[src/rtl/hostreg_pkg.sv]
package hostreg_pkg;

   typedef enum logic [1:0] {
      MODE_NONE = 2'b00,
      MODE_XFER = 2'b01,
      MODE_STRB = 2'b10,
      MODE_RSVD = 2'b11
   } host_mode_e;

   // dedicated register offsets (low address bits)
   localparam int OFS_STAT = 0;
   localparam int OFS_CTRL = 1;
   localparam int OFS_SCR  = 2;
   localparam int OFS_RBA  = 3;
   localparam int OFS_RBD  = 4;
   localparam int OFS_ID   = 5;

   // status bits
   localparam int ST_IRQ = 0;
   localparam int ST_TMO = 1;

endpackage

[src/rtl/hostreg_front.sv]
module hostreg_front
   import hostreg_pkg::*;
#(
   parameter int ADDR_W = 5,
   parameter int DATA_W = 8
) (
   input  logic              clk,
   input  logic              rst_n,
   input  host_mode_e        mode,
   input  logic [ADDR_W-1:0] addr,
   input  logic [DATA_W-1:0] din,
   input  logic              ta_start,
   input  logic              ta_rnw,
   input  logic              ta_burst,
   input  logic              as_strobe,
   input  logic              as_latch,
   input  logic              as_wnr,
   output logic              req_vld,
   output logic              req_wr,
   output logic              req_bad,
   output logic [ADDR_W-1:0] req_addr,
   output logic [DATA_W-1:0] req_wdata
);

   logic [ADDR_W-1:0] lat_q;

   always_ff @(posedge clk) begin
      if (!rst_n)        lat_q <= '0;
      else if (as_latch) lat_q <= addr;
   end

   always_comb begin
      req_vld   = 1'b0;
      req_wr    = 1'b0;
      req_bad   = 1'b0;
      req_addr  = addr;
      req_wdata = din;
      case (mode)
         MODE_XFER: begin
            req_vld = ta_start;
            req_wr  = ~ta_rnw;
            req_bad = ta_burst;
         end
         MODE_STRB: begin
            req_vld  = as_strobe;
            req_wr   = as_wnr;
            req_addr = as_latch ? addr : lat_q;
         end
         default: req_vld = 1'b0;
      endcase
   end

endmodule

[src/rtl/hostreg_regs.sv]
module hostreg_regs
   import hostreg_pkg::*;
#(
   parameter int          DATA_W   = 8,
   parameter int          OFS_W    = 4,
   parameter int unsigned ID_VALUE = 'h3C
) (
   input  logic              clk,
   input  logic              rst_n,
   input  logic              wr_en,
   input  logic [OFS_W-1:0]  sel_ofs,
   input  logic [DATA_W-1:0] wr_data,
   input  logic              irq_req,
   input  logic              tmo_set,
   input  logic [DATA_W-1:0] rb_data,
   output logic [DATA_W-1:0] rd_data,
   output logic [DATA_W-1:0] rb_addr,
   output logic              irq
);

   logic              stat_irq, stat_tmo;
   logic [DATA_W-1:0] ctrl_q, scr_q, rba_q;
   logic              wr_stat;

   assign wr_stat = wr_en && (int'(sel_ofs) == OFS_STAT);

   always_ff @(posedge clk) begin
      if (!rst_n) begin
         stat_irq <= 1'b0;
         stat_tmo <= 1'b0;
         ctrl_q   <= '0;
         scr_q    <= '0;
         rba_q    <= '0;
      end else begin
         stat_irq <= irq_req | (stat_irq & ~(wr_stat & wr_data[ST_IRQ]));
         stat_tmo <= tmo_set | (stat_tmo & ~(wr_stat & wr_data[ST_TMO]));
         if (wr_en) begin
            case (int'(sel_ofs))
               OFS_CTRL: ctrl_q <= wr_data;
               OFS_SCR:  scr_q  <= wr_data;
               OFS_RBA:  rba_q  <= wr_data;
               default:  ;
            endcase
         end
      end
   end

   always_comb begin
      case (int'(sel_ofs))
         OFS_STAT: rd_data = {{(DATA_W-2){1'b0}}, stat_tmo, stat_irq};
         OFS_CTRL: rd_data = ctrl_q;
         OFS_SCR:  rd_data = scr_q;
         OFS_RBA:  rd_data = rba_q;
         OFS_RBD:  rd_data = rb_data;
         OFS_ID:   rd_data = DATA_W'(ID_VALUE);
         default:  rd_data = '0;
      endcase
   end

   assign rb_addr = rba_q;
   assign irq     = stat_irq & ctrl_q[0];

endmodule

[src/rtl/hostreg_usrhs.sv]
module hostreg_usrhs #(
   parameter int DATA_W      = 8,
   parameter int USR_AW      = 4,
   parameter int TMO_CYC     = 64,
   parameter int SYNC_STAGES = 0
) (
   input  logic              clk,
   input  logic              rst_n,
   input  logic              go,
   input  logic              go_wr,
   input  logic [USR_AW-1:0] go_addr,
   input  logic [DATA_W-1:0] go_wdata,
   input  logic              usr_end,
   input  logic [DATA_W-1:0] usr_rdata,
   output logic              busy,
   output logic              usr_start,
   output logic              usr_wr,
   output logic [USR_AW-1:0] usr_addr,
   output logic [DATA_W-1:0] usr_wdata,
   output logic              done,
   output logic              done_rd,
   output logic [DATA_W-1:0] done_data,
   output logic              tmo
);

   localparam int CW = $clog2(TMO_CYC);

   logic          end_s;
   logic          busy_q, start_q, wr_q, last;
   logic [CW-1:0] cnt_q;

   generate
      if (SYNC_STAGES == 0) begin : g_end_direct
         assign end_s = usr_end;
      end else begin : g_end_sync
         logic [SYNC_STAGES-1:0] sh_q;
         always_ff @(posedge clk) begin
            if (!rst_n) sh_q <= '0;
            else        sh_q <= {sh_q[SYNC_STAGES-2:0], usr_end};
         end
         assign end_s = sh_q[SYNC_STAGES-1];
      end
   endgenerate

   assign last = (cnt_q == CW'(TMO_CYC - 1));

   always_ff @(posedge clk) begin
      if (!rst_n) begin
         busy_q    <= 1'b0;
         start_q   <= 1'b0;
         wr_q      <= 1'b0;
         cnt_q     <= '0;
         usr_addr  <= '0;
         usr_wdata <= '0;
      end else begin
         start_q <= go;
         if (go) begin
            busy_q    <= 1'b1;
            cnt_q     <= '0;
            wr_q      <= go_wr;
            usr_addr  <= go_addr;
            usr_wdata <= go_wdata;
         end else if (busy_q) begin
            if (end_s || last) busy_q <= 1'b0;
            else               cnt_q  <= cnt_q + 1'b1;
         end
      end
   end

   assign busy      = busy_q;
   assign usr_start = start_q;
   assign usr_wr    = wr_q;
   assign done      = busy_q & (end_s | last);
   assign tmo       = busy_q & ~end_s & last;
   assign done_rd   = ~wr_q;
   assign done_data = end_s ? usr_rdata : '0;

endmodule

[src/rtl/hostreg_bridge.sv]
module hostreg_bridge
   import hostreg_pkg::*;
#(
   parameter int          DATA_W          = 8,
   parameter int          ADDR_W          = 5,
   parameter int          USR_REGS        = 16,
   parameter int          TMO_CYC         = 64,
   parameter int unsigned ID_VALUE        = 'h3C,
   parameter int          END_SYNC_STAGES = 0
) (
   input  logic                        clk,
   input  logic                        rst_n,
   input  logic [1:0]                  mode_sel,
   input  logic [ADDR_W-1:0]           addr,
   input  logic [DATA_W-1:0]           din,
   output logic [DATA_W-1:0]           dout,
   output logic                        dout_oe,
   input  logic                        ta_start,
   input  logic                        ta_rnw,
   input  logic                        ta_burst,
   output logic                        ta_ack,
   input  logic                        as_strobe,
   input  logic                        as_latch,
   input  logic                        as_wnr,
   output logic                        as_ready,
   output logic                        usr_start,
   output logic                        usr_wr,
   output logic [$clog2(USR_REGS)-1:0] usr_addr,
   output logic [DATA_W-1:0]           usr_wdata,
   input  logic [DATA_W-1:0]           usr_rdata,
   input  logic                        usr_end,
   input  logic                        usr_irq_req,
   output logic                        irq,
   output logic [DATA_W-1:0]           rb_addr,
   input  logic [DATA_W-1:0]           rb_data
);

   localparam int USR_AW = $clog2(USR_REGS);
   localparam int OFS_W  = ADDR_W - 1;

   generate
      if (ADDR_W != USR_AW + 1) begin : g_bad_aw
         $error("ADDR_W must be one bit wider than the user index");
      end
      if (DATA_W < 2) begin : g_bad_dw
         $error("DATA_W must hold the two status flags");
      end
      if (TMO_CYC < 2) begin : g_bad_tmo
         $error("TMO_CYC must be at least 2");
      end
      if (END_SYNC_STAGES == 1 || END_SYNC_STAGES < 0) begin : g_bad_sync
         $error("END_SYNC_STAGES must be 0 or at least 2");
      end
   endgenerate

   host_mode_e        mode_q;
   logic              req_vld, req_wr, req_bad;
   logic [ADDR_W-1:0] req_addr;
   logic [DATA_W-1:0] req_wdata, ded_rd, hs_data, dout_q;
   logic              busy, req_go, to_usr, usr_go, ded_go, ded_wr;
   logic              hs_done, hs_rd, hs_tmo, ack_q, oe_q;

   always_ff @(posedge clk) begin
      if (!rst_n) mode_q <= host_mode_e'(mode_sel);
      else        mode_q <= mode_q;
   end

   hostreg_front #(.ADDR_W(ADDR_W), .DATA_W(DATA_W)) u_front (
      .clk, .rst_n, .mode(mode_q), .addr, .din,
      .ta_start, .ta_rnw, .ta_burst, .as_strobe, .as_latch, .as_wnr,
      .req_vld, .req_wr, .req_bad, .req_addr, .req_wdata
   );

   assign req_go = req_vld & ~busy;
   assign to_usr = req_addr[ADDR_W-1] & ~req_bad;
   assign usr_go = req_go & to_usr;
   assign ded_go = req_go & ~to_usr;
   assign ded_wr = ded_go & req_wr & ~req_bad;

   hostreg_regs #(.DATA_W(DATA_W), .OFS_W(OFS_W), .ID_VALUE(ID_VALUE)) u_regs (
      .clk, .rst_n, .wr_en(ded_wr), .sel_ofs(req_addr[OFS_W-1:0]),
      .wr_data(req_wdata), .irq_req(usr_irq_req), .tmo_set(hs_tmo),
      .rb_data, .rd_data(ded_rd), .rb_addr, .irq
   );

   hostreg_usrhs #(
      .DATA_W(DATA_W), .USR_AW(USR_AW), .TMO_CYC(TMO_CYC),
      .SYNC_STAGES(END_SYNC_STAGES)
   ) u_usrhs (
      .clk, .rst_n, .go(usr_go), .go_wr(req_wr),
      .go_addr(req_addr[USR_AW-1:0]), .go_wdata(req_wdata),
      .usr_end, .usr_rdata, .busy, .usr_start, .usr_wr, .usr_addr,
      .usr_wdata, .done(hs_done), .done_rd(hs_rd), .done_data(hs_data),
      .tmo(hs_tmo)
   );

   always_ff @(posedge clk) begin
      if (!rst_n) begin
         ack_q  <= 1'b0;
         oe_q   <= 1'b0;
         dout_q <= '0;
      end else begin
         ack_q <= ded_go | hs_done;
         if (ded_go) begin
            oe_q   <= ~req_wr;
            dout_q <= (~req_wr & ~req_bad) ? ded_rd : '0;
         end else if (hs_done) begin
            oe_q   <= hs_rd;
            dout_q <= hs_rd ? hs_data : '0;
         end else begin
            oe_q   <= 1'b0;
            dout_q <= '0;
         end
      end
   end

   assign ta_ack   = ack_q & (mode_q == MODE_XFER);
   assign as_ready = ack_q & (mode_q == MODE_STRB);
   assign dout     = dout_q;
   assign dout_oe  = oe_q;

endmodule

[config.mk]
export PLATFORM = sky130hd
export DESIGN_NAME = hostreg_bridge
export DESIGN_NICKNAME = d
export VERILOG_FILES = /design/src/rtl/hostreg_pkg.sv /design/src/rtl/hostreg_front.sv /design/src/rtl/hostreg_regs.sv /design/src/rtl/hostreg_usrhs.sv /design/src/rtl/hostreg_bridge.sv
export SDC_FILE = /design/constraint.sdc
export NUM_CORES = 1
export LEC_CHECK = 0
export ABC_AREA = 1
export BUFFER_PORTS_ARGS = -buffer_cell sky130_fd_sc_hd__buf_2
export CORE_MARGIN = 2
export CORE_UTILIZATION = 45
export DETAILED_ROUTE_END_ITERATION = 6
export PLACE_DENSITY = 0.69
export SLEW_MARGIN = 20
export SYNTH_ARGS = -nofsm -noshare
export SYNTH_HDL_FRONTEND = slang
export SYNTH_SLANG_ARGS = --single-unit
[constraint.sdc]
create_clock -name clk -period 2.05 [get_ports clk]
set_input_delay 0.41 -clock clk [delete_from_list [all_inputs] [get_ports clk]]
set_output_delay 0.41 -clock clk [all_outputs]
set_load 0.01 [all_outputs]
==> impl_metrics.yaml, run 1 <==
clock_network:
  cts.sink_count: 64
  h_tree_depth: 3
  max-clock-path-buffers: 2
  clkSlewWorstSetupHoldPaths_ns: 0.07
  tritoncts: "built"
  tritoncts.num_buffers: 9
  cts-hold-fix-buffers: 0
  worst_skew_late_latency_ns: 0.34
  root_buffer: "clkbuf_8"
sta:
  finalWorstSetupSlack_ns: 0.0800
  maxSlewViolCount: 0
  timing.slew.headroom_pct: 77.3
  worst_pin_slew_ns: 0.339
  final_min_period_over_clock_period_pct: 96.1
  hold_violations: 0
  final-setup-viol-count: 0
  clk_skew_ns: 0.00633
  maxClockFrequency_ghz: 0.508
  min_period_ns: 1.97
detailed_routing:
  drtIter0Drc: 150
  route.final.wire_length_mm: 8.02
  post_drt_wl_per_cell_microns: 14.4
  antenna_violating_nets_post_route: 0
  detailedRoute.firstPassIterationCount: 4
  via_count: 2933
  drc: 0
  via_per_inst: 5.26
layout:
  post_route_cells_drive_above_1_share_pct: 34.3
  layoutNonFillerInstCount: 558
  number_of_inserted_diodes: 0
  fin_area_sq_um: 3810
  area_growth_pct: 26.3
  post_layout_nets: 520
placement:
  routabilityCongestion: 0.864
  placement.cell_area_sq_um: 3570
  number_of_input_and_output_port_buffers_inserted: 74
  placed_cells_incl_taps: 536
  place_ws_ns: -0.0132
  post-dp-hpwl_mm: 6.01
yosys:
  yosys-top-cells-area: "dfxtp_1, nand3_1, nand2_1"
  synth.net_count: 425
  yosysWarnings: 0
  synth_cell_type_count: 37
  yosys.area_share.simple_pct: 29.8
  mappedNetlistArea_sq_um: 3020
  arithmetic_cell_share_of_the_synthesized_area_counting_full_adders_half_adders_and_majority_gates_pct: 1.24
  synth.yosys.seq_area_share_pct: 43.1
  async_flop_share_pct: 0
  multiplexer_fraction_of_the_synthesized_cell_area_pct: 0
  synth-compound-area-share_pct: 17.5
  synthesis.area_per_instance_sq_um: 7.93
  synth_seq_cells: 64
  synth-xor-area-share_pct: 0.290
  synth_top_cell_area_share_pct: 41.1
  netlist_instances: 381
  synth_edf_count: 2
  synth_top_family_by_area: "simple AND/OR/NAND/NOR gates"
  dominantRegCellSynth: "dfxtp_1"
  synth_largest_area_cell: "dfxtp_1"
worst_setup_path:
  critPathMostFrequentCell: "buf_4"
  critical_path.max_fanout: 6
  critical_path_arrival_ns: 2.20
  startpoint_to_endpoint_class_of_the_critical_path: "flop to flop"
  crit_path_top_delay_cell: "edfxtp_1"
  worstPathCellList: "ha_4 -> buf_4 -> or2_2 -> nand2_4 -> nor2_4 -> buf_4 -> nand3_1 -> o21ai_0 -> o21ai_1 -> a21oi_1"
  max_stage_delay_ns: 0.42
  rr_startpoint: "mode_q[1]"
  end_of_the_worst_register_to_register_path: "dout[4]"
  critPathCaptureType: "flop"
  worst-endpoint-required_ns: 2.28
  path_buf_inv: 2
  critPathTopFamily: "simple AND/OR/NAND/NOR gates"
  worst-r2r-setup-slack_ns: 0.08
  worstRegToRegCells: 10
  cp-start-kind: "flop"
flow_run:
  maxCapViolCount: 0
floorplanning:
  rows: 29
  floorplan.initialDensity_pct: 47.0
  die-width_microns: 85.9
  core_sq_um: 6420
  chipHeight_microns: 85.9
  die-area_sq_um: 7380
  pin_count: 75
min_path:
  whs_endpoint: "mode_q[0]"
  timing.hold.worst.class: "primary input to flop"
  hold_start: "mode_sel[0]"
  whs_path_depth: 1
global_routing:
  maximum_number_of_pins_on_one_net_before_global_route_repair: 27
  initial_antenna_violation_count: 0
  first_pass_grt_wire_length_mm: 13.1
  global_route.overflow_total: 0
  grt_pass1_vias: 2738
  track_usage_pct: 22.6
power_and_ir_drop:
  leakage_nw: 1.76
  vdd.ir_drop.worst_uv: 587
  power-per-cell-area_nw_per_um2: 685
run_status:
  outcome: "complete, no violations"
kinds of logic (layout without fill, tap and decap cells):
| kind of cell | after synthesis | in the layout |
|---|---|---|
| AO/OA/AOI/OAI | 93 | 93 |
| XOR/XNOR | 1 | 1 |
| adder cells (fa/ha/maj) | 3 | 3 |
| buffers and inverters | 51 | 151 |
| flip-flops | 64 | 64 |
| AND/OR/NAND/NOR | 169 | 169 |
per-layer routing:
layer / GRT usage, % / up-vias / share of wire [%]
li1: - / 1466 / -
met1: 27.9 / 1371 / 43
met2: 36.6 / 76 / 48
met3: 5.49 / 20 / 5.2
met4: 11.3 / 0 / 3.3
met5: 0 / - / 0
power by group:
| part | total [mW] | internal [mW] | switching [mW] |
|---|---|---|---|
| Combinational | 0.392 | 0.148 | 0.245 |
| Sequential | 1.29 | 1.27 | 0.0126 |
| Clock | 0.936 | 0.469 | 0.468 |
| Total | 2.61 | 1.89 | 0.725 |
worst reg2reg max path, stage by stage, from the launching register on:
cell	delay, ns
edfxtp_1	0.42
ha_4	0.21
buf_4	0.16
or2_2	0.32
nand2_4	0.12
nor2_4	0.06
buf_4	0.15
nand3_1	0.07
o21ai_0	0.13
o21ai_1	0.15
a21oi_1	0.07
cell usage after synthesis, types with 5 or more instances:
cell type	number
o21ai_2	5
nor2_1	16
buf_6	5
nor2_4	7
nand3_1	52
inv_1	33
o21ai_1	6
dfxtp_1	62
nand2_2	8
a21oi_2	6
a21oi_1	37
o21ai_0	34
nand2_1	63
worst max-delay path by stage:
stage | start | end | slack, ns | cells after the start
CTS | mode_q[0] | u_regs.scr_q[3] | 0.01 | 11
finish | mode_q[1] | dout[4] | 0.08 | 10
floorplan | mode_q[1] | u_regs.ctrl_q[5] | 0.29 | 10
detailed placement | mode_q[0] | dout[3] | -0.01 | 10
global placement | mode_q[0] | dout[4] | 0.01 | 10
global route | mode_q[1] | dout[2] | -0.006 | 10
per-stage QoR:
step / power, mW / util [%] / hold slack, ns / TNS, ns
2_1_floorplan: 1.54 / - / 0.439 / 0
3_3_place_gp: 1.67 / 55.5 / 0.455 / 0
3_5_place_dp: 1.67 / 55.5 / 0.462 / -0.0132
4_1_cts: 2.61 / 58.2 / 0.233 / 0
5_1_grt: 2.73 / 59.4 / 0.234 / -0.00598
6_report: 2.61 / 59.4 / 0.244 / 0
flip-flops by register name, indices dropped and copies added (netlist names):
signal,flops
dout,8
u_regs.scr_q,8
u_regs.ctrl_q,8
u_usrhs.usr_wr,1
u_front.lat_q,5
ack_q,1
u_usrhs.usr_start,1
u_regs.rb_addr,8
u_usrhs.busy,1
u_regs.stat_irq,1
dout_oe,1
u_usrhs.cnt_q,6
u_regs.stat_tmo,1
u_usrhs.usr_addr,4
u_usrhs.usr_wdata,8
mode_q,2
cells in the final DEF (no fill, tap or decap), types with 2 or more instances in the layout:
cell type   netlist  routed
o21ai_2           5       5
nand2_4           4       4
clkinv_2          1       3
buf_2             4      74
o21ai_1           6      16
dfxtp_1          62      62
clkinvlp_4        0       3
buf_4             1      17
nor2_1           16      12
nor3_1            4       4
o21ai_0          34      24
o21bai_1          2       2
nor2_2            0       4
nand2_2           8       9
nor2_4            7       7
clkbuf_8          0      10
inv_2             2       4
ha_1              3       2
nand4_1           4       4
nand2_1          63      62
clkbuf_1          2       3
or2_2             3       3
edfxtp_1          2       2
a21oi_2           6       6
a21oi_1          37      37
buf_12            0       4
inv_1            33      30
nand3_2           3       4
o21a_1            2       2
nand3_1          52      51
cell type report:
| type | instances | area, sq um |
|---|---|---|
| Clock buffer | 13 | 149 |
| Clock inverter | 3 | 17.5 |
| Fill cell | 627 | 2610 |
| Inverter | 38 | 150 |
| Multi-Input combinational cell | 266 | 1500 |
| Sequential cell | 64 | 1300 |
| Tap cell | 77 | 96.3 |
| Timing Repair Buffer | 96 | 589 |
| Timing Repair inverter | 1 | 7.51 |
what timing repair did:
item                                    4_1_cts  5_1_grt
gates cloned                                  0        1
pin swaps                                     1        6
endpoints found under the setup margin        5       51
resized for setup                             2       21
buffers inserted                              0        5
(Power assumes the default switching activity.)
==> run 2, diff against run 1 <==
Settings changed: PLACE_DENSITY 0.69 to 0.72.
Clock period 2.05 ns to 1.7 ns, I/O delays scaled along.
==> impl_metrics.yaml, run 2 (synthesis results as in run 1) <==
layout:
  area_growth_pct: 45.4
  fin_area_sq_um: 4390
  post_layout_nets: 555
  post_route_cells_drive_above_1_share_pct: 44.5
  final_common_cell: "buf_2"
  layout.cells.most_common_list: "buf_2, dfxtp_1, nand2_1, nand3_1, buf_4"
  number_of_inserted_diodes: 0
run_status:
  outcome: "finished with violations"
  failed_checks: "setup timing"
clock_network:
  tritoncts.num_buffers: 9
  max-clock-path-buffers: 2
  clkSlewWorstSetupHoldPaths_ns: 0.07
  tritoncts: "built"
  root_buffer: "clkbuf_8"
  cts.sink_count: 64
  worst_skew_late_latency_ns: 0.35
  h_tree_depth: 3
placement:
  number_of_input_and_output_port_buffers_inserted: 74
  routabilityCongestion: 0.914
  post-dp-hpwl_mm: 6.24
  placement.cell_area_sq_um: 3750
global_routing:
  track_usage_pct: 23.7
  met1_usage_pct: 25.8
  groute.layer.met2.usage_pct: 42.6
  gr-max-usage-layer: "met2"
  grt_util_met3_pct: 5.68
  maximum_number_of_pins_on_one_net_before_global_route_repair: 22
  grt_pass1_vias: 3012
  first_pass_grt_wire_length_mm: 13.6
  initial_antenna_violation_count: 0
  global_route.overflow_total: 0
detailed_routing:
  route.final.wire_length_mm: 9.07
  post_drt_wl_per_cell_microns: 15.3
  via_per_inst: 5.20
  via_count: 3080
  antenna_violating_nets_post_route: 0
  drtIter0Drc: 142
  detailedRoute.firstPassIterationCount: 4
  drc: 0
sta:
  maxClockFrequency_ghz: 0.516
  clk_skew_ns: 0.00768
  min_period_ns: 1.94
  final_min_period_over_clock_period_pct: 114
  final-setup-viol-count: 48
  hold_violations: 0
  unrepaired_setup_endpoints_after_global_routing: "yes"
  worst_pin_slew_ns: 0.346
  final.hold.worst_slack_ns: 0.183
  finalWorstSetupSlack_ns: -0.239
  maxSlewViolCount: 0
  timing.slew.headroom_pct: 76.7
flow_run:
  maxCapViolCount: 0
floorplanning:
  pin_count: 75
  die-width_microns: 85.9
  floorplan.initialDensity_pct: 47.0
  chipHeight_microns: 85.9
  die-area_sq_um: 7380
  core_sq_um: 6420
  rows: 29
worst_setup_path:
  worst-endpoint-required_ns: 1.99
  startpoint_to_endpoint_class_of_the_critical_path: "flop to flop"
  critPathCaptureType: "flop"
  critical_path.max_fanout: 6
  critical_path_arrival_ns: 2.23
  cp-start-kind: "flop"
power_and_ir_drop:
  vdd.ir_drop.worst_uv: 603
  leakage_nw: 2.03
  power-per-cell-area_nw_per_um2: 831
min_path:
  timing.hold.worst.class: "primary input to flop"
[run 2: cell types whose count changed in the layout (fill, tap and decap cells not counted), moves of 4 or more]
cell     before  now
o21ai_1      16   23
o21ai_2       5   10
o21ai_0      24   12
nand2_2       9   16
a21oi_2       6   10
inv_1        30   26
nand2_1      62   51
buf_4        17   39
a21oi_1      37   33
buf_6         1   10
[run 2: per-layer routing]
layer | vias up | share of wire (%)
li1 | 1541 | -
met1 | 1440 | 41
met2 | 79 | 52
met3 | 20 | 4.2
met4 | 0 | 2.7
met5 | - | 0
[run 2: worst max-delay path: stages (launching register included)]
cell and delay [ns]:
edfxtp_1 0.42, inv_2 0.09, ha_4 0.15, buf_12 0.12, buf_4 0.10, nand2_2 0.05
nand2_2 0.15, nand4_4 0.22, nor2_4 0.24, buf_12 0.15, o21ai_0 0.07, a21oi_1 0.12
[run 2: final cells by class]
type / count / area [sq um]
sequential: 64 / 1300
clock buffer: 12 / 155
fill: 538 / 2030
timing repair buffer: 131 / 946
multi-input combinational: 266 / 1660
timing repair inverter: 1 / 7.51
inverter: 38 / 164
tap: 77 / 96.3
clock inverter: 3 / 65.1
[run 2: what timing repair did]
action,in CTS,in global routing
buffers inserted,3,9
cloned,0,4
gates resized for setup,13,78
hold buffers,0,0
endpoints found under the setup margin,56,58
pin swaps,2,30
[run 2: report_power, final]
part           switching, mW  total (mW)  internal, mW
clock                  0.568        1.46         0.896
sequential            0.0173        1.55          1.54
combinational          0.358       0.631         0.273
[run 2: path summary, 6_finish.rpt]
| path | startpoint | to | slack [ns] | cells past startpoint |
|---|---|---|---|---|
| max reg2reg | mode_q[0] | u_regs.ctrl_q[3] | -0.24 | 11 |
| min | mode_sel[1] | mode_q[1] | 0.18 | 1 |
| min reg2reg | u_regs.stat_tmo | u_regs.stat_tmo | 0.47 | 2 |
| max | mode_q[0] | u_regs.ctrl_q[3] | -0.24 | 11 |
[run 2: stage by stage]
stage / setup WS, ns / utilization (%) / setup TNS [ns] / power (mW) / instances
finish: -0.239 / 68.4 / -9.29 / 3.65 / 592
global route: -0.336 / 68.4 / -13.80 / 3.80 / 592
detailed placement: -0.311 / 58.4 / -11.36 / 2.07 / 561
global placement: -0.252 / 58.4 / -7.93 / 2.06 / 561
floorplan: -0.0331 / - / -0.237 / 1.86 / 381
CTS: -0.214 / 62.8 / -7.49 / 3.56 / 579
==> run 3, diff against run 2 <==
Settings changed: CAP_MARGIN set to 30, CELL_PAD_IN_SITES_DETAIL_PLACEMENT set to 1, CELL_PAD_IN_SITES_GLOBAL_PLACEMENT set to 2, CORE_ASPECT_RATIO set to 0.9, CORE_UTILIZATION 45 to 27, PLACE_DENSITY 0.72 to not set, PLACE_DENSITY_LB_ADDON set to 0.1.
==> impl_metrics.yaml, run 3 (synthesis results as in run 1) <==
worst_setup_path:
  max_stage_delay_ns: 0.41
  cp-start-kind: "flop"
  startpoint_to_endpoint_class_of_the_critical_path: "flop to flop"
  critical_path_arrival_ns: 2.17
  crit_path_top_delay_cell: "edfxtp_1"
  rr_startpoint: "mode_q[0]"
  crit_path_from: "mode_q[0]"
  worstPathCellList: "inv_2 -> ha_4 -> buf_12 -> nand2_4 -> nand2_2 -> nand3_2 -> inv_2 -> nand4_4 -> nor2_4 -> buf_12 -> o21ai_1 -> a21oi_2"
  critPathCaptureType: "flop"
  worst-endpoint-required_ns: 1.96
  critical_path.max_fanout: 8
layout:
  layoutNonFillerInstCount: 683
  fill_cells: 1316
  fin_area_sq_um: 4690
  layout.cells.most_common_list: "buf_2, dfxtp_1, nand2_1, buf_4, nand3_1"
  post_route_cells_drive_above_1_share_pct: 47.3
  number_of_inserted_diodes: 0
  post_layout_nets: 570
  area_growth_pct: 55.2
  final_common_cell: "buf_2"
global_routing:
  grt_pass1_vias: 3137
  maximum_number_of_pins_on_one_net_before_global_route_repair: 37
  track_usage_pct: 17.8
  global_route.overflow_total: 0
  first_pass_grt_wire_length_mm: 16.6
  initial_antenna_violation_count: 0
detailed_routing:
  antenna_violating_nets_post_route: 0
  drtIter0Drc: 146
  post_drt_wl_per_cell_microns: 15.0
  via_count: 3075
  drc: 0
  via_per_inst: 4.50
  route.final.wire_length_mm: 10.2
  detailedRoute.firstPassIterationCount: 4
run_status:
  failed_checks: "setup timing"
  outcome: "finished with violations"
power_and_ir_drop:
  power-per-cell-area_nw_per_um2: 848
  leakage_nw: 2.12
  vdd.ir_drop.worst_uv: 533
placement:
  placed_cells_incl_taps: 644
  post-dp-hpwl_mm: 7.39
  routabilityCongestion: 0.809
  placement.cell_area_sq_um: 3920
  number_of_input_and_output_port_buffers_inserted: 74
sta:
  clk_skew_ns: 0.00415
  final-setup-viol-count: 54
  maxClockFrequency_ghz: 0.525
  finalWorstSetupSlack_ns: -0.206
  maxSlewViolCount: 0
  final_min_period_over_clock_period_pct: 112
  timing.slew.headroom_pct: 73.0
  hold_violations: 0
  min_period_ns: 1.91
  unrepaired_setup_endpoints_after_global_routing: "yes"
  worst_pin_slew_ns: 0.405
clock_network:
  cts-hold-fix-buffers: 0
  tritoncts.num_buffers: 9
  h_tree_depth: 3
  clkSlewWorstSetupHoldPaths_ns: 0.05
  tritoncts: "built"
  worst_skew_late_latency_ns: 0.33
  max-clock-path-buffers: 2
  cts.sink_count: 64
  root_buffer: "clkbuf_16"
min_path:
  timing.hold.worst.class: "primary input to flop"
  hold_start: "mode_sel[1]"
floorplanning:
  rows: 36
  pin_count: 75
  die-area_sq_um: 12100
  floorplan.initialDensity_pct: 27.8
  die-width_microns: 115
  core_sq_um: 10900
  chipHeight_microns: 104
flow_run:
  maxCapViolCount: 0
-- run 3: final cells by class --
type | count | area, sq um | area share (%)
repair inverters | 1 | 7.51 | 0.160
repair buffers | 146 | 1060 | 22.7
inverters | 38 | 161 | 3.44
flip-flops and latches | 64 | 1300 | 27.8
clock inverters | 4 | 28.8 | 0.614
clock buffers | 12 | 256 | 5.47
multi-input cells | 266 | 1680 | 35.8
well taps | 152 | 190 | 4.06
-- run 3: through the flow --
step / utilization (%) / power [mW] / setup slack, ns / setup TNS [ns] / hold WS, ns
global route: 43.2 / 4.17 / -0.308 / -13.20 / 0.177
floorplan: - / 1.86 / -0.0331 / -0.237 / 0.439
global placement: 36.1 / 2.11 / -0.363 / -11.86 / 0.454
finish: 43.2 / 3.97 / -0.206 / -7.25 / 0.193
CTS: 42.2 / 4.01 / -0.182 / -6.61 / 0.179
detailed placement: 36.1 / 2.11 / -0.384 / -13.28 / 0.459
-- run 3: report_power, final --
group | internal (mW) | leakage [nW] | total (mW) | switching [mW]
Clock | 1.07 | 0.135 | 1.74 | 0.670
Combinational | 0.316 | 1.46 | 0.685 | 0.369
Sequential | 1.54 | 0.521 | 1.55 | 0.0162
Total | 2.92 | 2.12 | 3.97 | 1.06
-- run 3: worst paths after layout --
path / end / slack (ns) / cells past startpoint
worst max register to register: u_regs.scr_q[3] / -0.21 / 12
worst min register to register: u_regs.stat_tmo / 0.47 / 2
worst min-delay path: mode_q[1] / 0.19 / 1
worst max-delay path: u_regs.scr_q[3] / -0.21 / 12
-- run 3: per-layer routing --
metal | share of wire (%) | GRT usage (%)
met4 | 0.62 | 3.70
met3 | 4.2 | 5.01
met2 | 44 | 26.9
met1 | 51 | 25.3
met5 | 0 | 0
-- run 3: worst max-delay path, delay by kind of cell, from the launching register on --
kind            cells  cell delay, ns
fa+ha+maj           1            0.17
flops               1            0.41
buf+inv             4            0.42
simple gates        5            0.60
compound gates      2            0.21
-- run 3: timing repair --
action,in CTS,in global routing
setup buffers,15,5
gates resized for setup,83,21
pin swaps,37,9
setup endpoints to repair,56,57
gates cloned,3,0
hold endpoints to repair,0,0
